==> config.mk <==
export PLATFORM = sky130hd
export DESIGN_NAME = decode_hazard_unit
export DESIGN_NICKNAME = d
export VERILOG_FILES = /design/src/rtl/hzd_pkg.sv /design/src/rtl/hzd_operand_track.sv /design/src/rtl/hzd_redirect_gate.sv /design/src/rtl/decode_hazard_unit.sv
export SDC_FILE = /design/constraint.sdc
export NUM_CORES = 1
export LEC_CHECK = 0
export BUFFER_PORTS_ARGS = -buffer_cell sky130_fd_sc_hd__buf_4
export CORE_AREA = 8 8 45 47
export DETAILED_ROUTE_END_ITERATION = 10
export DIE_AREA = 0 0 53 55
export PLACE_DENSITY = 0.72
export SLEW_MARGIN = 15
export SYNTH_ARGS = -nofsm -noshare
export SYNTH_HDL_FRONTEND = slang
export SYNTH_SLANG_ARGS = --single-unit
==> constraint.sdc <==
create_clock -name vclk -period 2.4
set_input_delay 0.48 -clock vclk [all_inputs]
set_output_delay 0.48 -clock vclk [all_outputs]
set_load 0.02 [all_outputs]
==> src/rtl/hzd_pkg.sv <==
package hzd_pkg;
  typedef enum logic [1:0] {
    FWD_RF  = 2'b00,
    FWD_MEM = 2'b01,
    FWD_WB  = 2'b10
  } fwd_sel_e;
endpackage

==> src/rtl/hzd_operand_track.sv <==
module hzd_operand_track
  import hzd_pkg::*;
#(
  parameter int RW = 5
) (
  input  logic [RW-1:0] src,
  input  logic          used,
  input  logic          is_branch,
  input  logic [RW-1:0] ex_dst,
  input  logic          ex_wr,
  input  logic          ex_load,
  input  logic [RW-1:0] mem_dst,
  input  logic          mem_wr,
  input  logic          mem_load,
  input  logic [RW-1:0] wb_dst,
  input  logic          wb_wr,
  output fwd_sel_e      sel,
  output logic          hold
);
  logic live, ex_hit, mem_hit, wb_hit;

  always_comb begin
    live    = used && (src != '0);
    ex_hit  = live && ex_wr  && (ex_dst  == src);
    mem_hit = live && mem_wr && (mem_dst == src);
    wb_hit  = live && wb_wr  && (wb_dst  == src);

    // value not yet producible for the reader in decode
    hold = (ex_hit && (ex_load || is_branch)) ||
           (mem_hit && mem_load && is_branch);

    // newest producer first; a load in memory masks older write-back data
    if (mem_hit)     sel = mem_load ? FWD_RF : FWD_MEM;
    else if (wb_hit) sel = FWD_WB;
    else             sel = FWD_RF;
  end
endmodule

==> src/rtl/hzd_redirect_gate.sv <==
module hzd_redirect_gate (
  input  logic redirect,
  input  logic hold,
  output logic flush
);
  // a stalled branch has not truly resolved; flush waits for it
  assign flush = redirect && !hold;
endmodule

==> src/rtl/decode_hazard_unit.sv <==
module decode_hazard_unit
  import hzd_pkg::*;
#(
  parameter int RW = 5
) (
  input  logic [RW-1:0] id_rs,
  input  logic [RW-1:0] id_rt,
  input  logic          id_rs_used,
  input  logic          id_rt_used,
  input  logic          id_branch,
  input  logic          id_redirect,
  input  logic [RW-1:0] ex_dst,
  input  logic          ex_wr,
  input  logic          ex_load,
  input  logic [RW-1:0] mem_dst,
  input  logic          mem_wr,
  input  logic          mem_load,
  input  logic [RW-1:0] wb_dst,
  input  logic          wb_wr,
  output logic [1:0]    fwd_a,
  output logic [1:0]    fwd_b,
  output logic          stall,
  output logic          flush
);
  localparam int NSRC = 2;

  logic [RW-1:0] src_idx  [NSRC];
  logic          src_used [NSRC];
  fwd_sel_e      src_sel  [NSRC];
  logic [NSRC-1:0] src_hold;

  assign src_idx[0]  = id_rs;
  assign src_idx[1]  = id_rt;
  assign src_used[0] = id_rs_used;
  assign src_used[1] = id_rt_used;

  for (genvar g = 0; g < NSRC; g++) begin : g_src
    hzd_operand_track #(.RW(RW)) u_track (
      .src      (src_idx[g]),
      .used     (src_used[g]),
      .is_branch(id_branch),
      .ex_dst   (ex_dst),
      .ex_wr    (ex_wr),
      .ex_load  (ex_load),
      .mem_dst  (mem_dst),
      .mem_wr   (mem_wr),
      .mem_load (mem_load),
      .wb_dst   (wb_dst),
      .wb_wr    (wb_wr),
      .sel      (src_sel[g]),
      .hold     (src_hold[g])
    );
  end

  assign stall = |src_hold;
  assign fwd_a = src_sel[0];
  assign fwd_b = src_sel[1];

  hzd_redirect_gate u_gate (
    .redirect(id_redirect),
    .hold    (stall),
    .flush   (flush)
  );
endmodule

==> flow_summary.json <==
{
  "max-cap-violations": 0,
  "path_cells": "buf_8 > or4_4 > o21ai_4 > nor3_1 > o211ai_2 > and3_4 > buf_6",
  "setup_ws_ns": 0.03578,
  "layout.nets": 141,
  "syn_inst": 57,
  "rsz0062_at_grt": "yes",
  "power.density_nw_per_um2": 172.1,
  "path_buf_inv": 2,
  "seqCellArea_um2": 0,
  "start_util_pct": 31.01,
  "cp-end-kind": "output pin",
  "synth_cell_type_count": 14,
  "vias_per_cell": 5.124,
  "p_comb_share_pct": 100.0,
  "seq_cell_count": 0,
  "max_freq_ghz": 0.4230,
  "drt_iter0_markers": 7,
  "core-area_um2": 1384,
  "dieWidth_um": 53,
  "p_int_uw": 86.83,
  "dieArea_um2": 2915,
  "drtAntennaViolNets": 0,
  "rows": 14,
  "ys_seq_area_share_pct": 0,
  "grt_pass1_wl_um": 2766,
  "drt_wl_total_um": 1920,
  "p_clk_share_pct": 0,
  "synth_area_um2": 429.2,
  "grt_pass1_vias": 657,
  "die-height_um": 55,
  "switching_share_pct": 41.81,
  "hold_slack_ns": 1.255,
  "grt.total_usage_pct": 11.99,
  "io_pins": 40,
  "place_ws_ns": 0.03181,
  "p_leak_uw": 0.0003679,
  "arrival_ns": 1.88,
  "placed_cells": 120,
  "vias": 620,
  "relSlewSlack_pct": 75.82,
  "final-instance-count-excl-fill": 121,
  "status": "completed",
  "ir_worst_vdd_mv": 0.07216,
  "multi_input_area_um2": 467.9,
  "port_buffers": 40,
  "wl_per_cell_um": 15.87,
  "routed.top_layer": "met3",
  "areaGrowthSynthToFinish_pct": 102.0,
  "finalHoldViolCount": 0,
  "min_path_type": "in2out",
  "path_max_fanout": 3,
  "met1_length_um": 719,
  "slew_viol_final": 0,
  "required_ns": 1.92,
  "yosys_warnings": 0,
  "p_seq_share_pct": 0,
  "dr_wl_met2_um": 951,
  "crit_type": "in2out",
  "crit_family": "simple AND/OR/NAND/NOR gates",
  "postCtsHoldBufs": 0,
  "antennaDiodeCount": 0,
  "start_kind": "input pin",
  "drive_gt1_share_pct": 53.33,
  "avgSynthCellArea_um2": 7.529,
  "switchingPower_uw": 62.40,
  "cpPeakStageDelay_ns": 0.53,
  "syn-num-nets": 91,
  "hpwlAfterDp_um": 1600,
  "drc": 0,
  "nFillCells": 112,
  "dr.pass1.iters": 4,
  "place.gp.congestion": 0.8574,
  "clock_buffers": 0,
  "route.met3.wl_um": 249,
  "period_minus_slack_ns": 2.364,
  "setup_tns_ns": 0,
  "fin_crit_sh_pct": 98.51,
  "setup_viol": 0,
  "tightest_slew_ns": 0.3600,
  "critPathSlowestCell": "or4_4",
  "grt_max_degree": 5,
  "grt_antenna_before_repair": 0,
  "grt-ovfl-total": 0
}
[cells by family (layout without fill, tap and decap cells)]
kind of cell	count (synthesis)	in the layout	synth area share, %
AO/OA/AOI/OAI	5	5	10.21
XOR/XNOR	30	30	61.22
buffers and inverters	0	48	0
AND/OR/NAND/NOR	22	22	28.57
[cell usage in the layout, fill, tap and decap left out]
| master | count |
|---|---|
| buf_8 | 1 |
| nor3_2 | 1 |
| nor3_1 | 3 |
| nor2_1 | 1 |
| nand2_1 | 3 |
| o21ai_4 | 2 |
| buf_6 | 3 |
| xor2_1 | 10 |
| and3_4 | 1 |
| or4_4 | 2 |
| o211ai_2 | 1 |
| o21a_1 | 1 |
| a31oi_1 | 1 |
| nand3_1 | 2 |
| xnor2_1 | 20 |
| buf_4 | 44 |
| nand4_1 | 4 |
| nor4_2 | 1 |
| nor4_1 | 4 |
[tightest hold or removal path: cells and delay by family]
family / cells / cell delay [ns]
and+or+nand+nor: 1 / 0.05
buffers and inverters: 2 / 0.25
[per-layer routing]
metal / up-vias / GRT usage, %
li1: 303 / -
met1: 278 / 13.88
met2: 39 / 22.46
met3: 0 / 3.209
met4: 0 / 0.4310
met5: - / 0
[worst paths after layout]
path / start / endpoint / slack (ns) / cells past startpoint
worst max-delay path: id_rt[0] / flush / 0.04 / 7
worst min-delay path: mem_load / fwd_b[0] / 1.25 / 3
[cells in the mapped netlist]
cell	instances	area share, %
nor3_1	4	4.7
or4_1	2	3.5
nand3_1	2	2.3
xnor2_1	20	41
nor2_1	1	0.87
o211ai_2	1	2.9
nor4_1	5	7.3
o21a_1	1	1.7
nand2_1	3	2.6
xor2_1	10	20
nand4_1	4	5.8
and3_1	1	1.5
o21ai_2	2	4.1
a31oi_1	1	1.5
[area by class of cell]
cell class,count,area share (%)
Multi-Input combinational cell,57,53.97
Tap cell,16,2.309
Timing Repair Buffer,48,43.72
[stage by stage]
| stage | power [uW] | cell area (um^2) | util, % |
|---|---|---|---|
| after detailed placement | 137.2 | 802.0 | 57.96 |
| final | 149.2 | 867.1 | 62.66 |
| after global routing | 161.2 | 867.1 | 62.66 |
| after floorplan | 54.07 | 429.2 | - |
| after global placement | 135.3 | 802.0 | 57.96 |
| after CTS | 137.7 | 802.0 | 57.96 |
[timing repair]
action	4_1_cts	5_1_grt
endpoints found under the setup margin	0	1
resized for setup	0	12
endpoints found under the hold margin	0	0
setup buffers	0	1
[power by group through the flow]
stage                     Clock [uW]  Sequential (uW)  Combinational (uW)
after global routing               0                0                 161
after detailed placement           0                0                 137
final                              0                0                 149
after CTS                          0                0                 138
after floorplan                    0                0                54.1
after global placement             0                0                 135
Note: power is estimated with default switching activity, not from simulation.
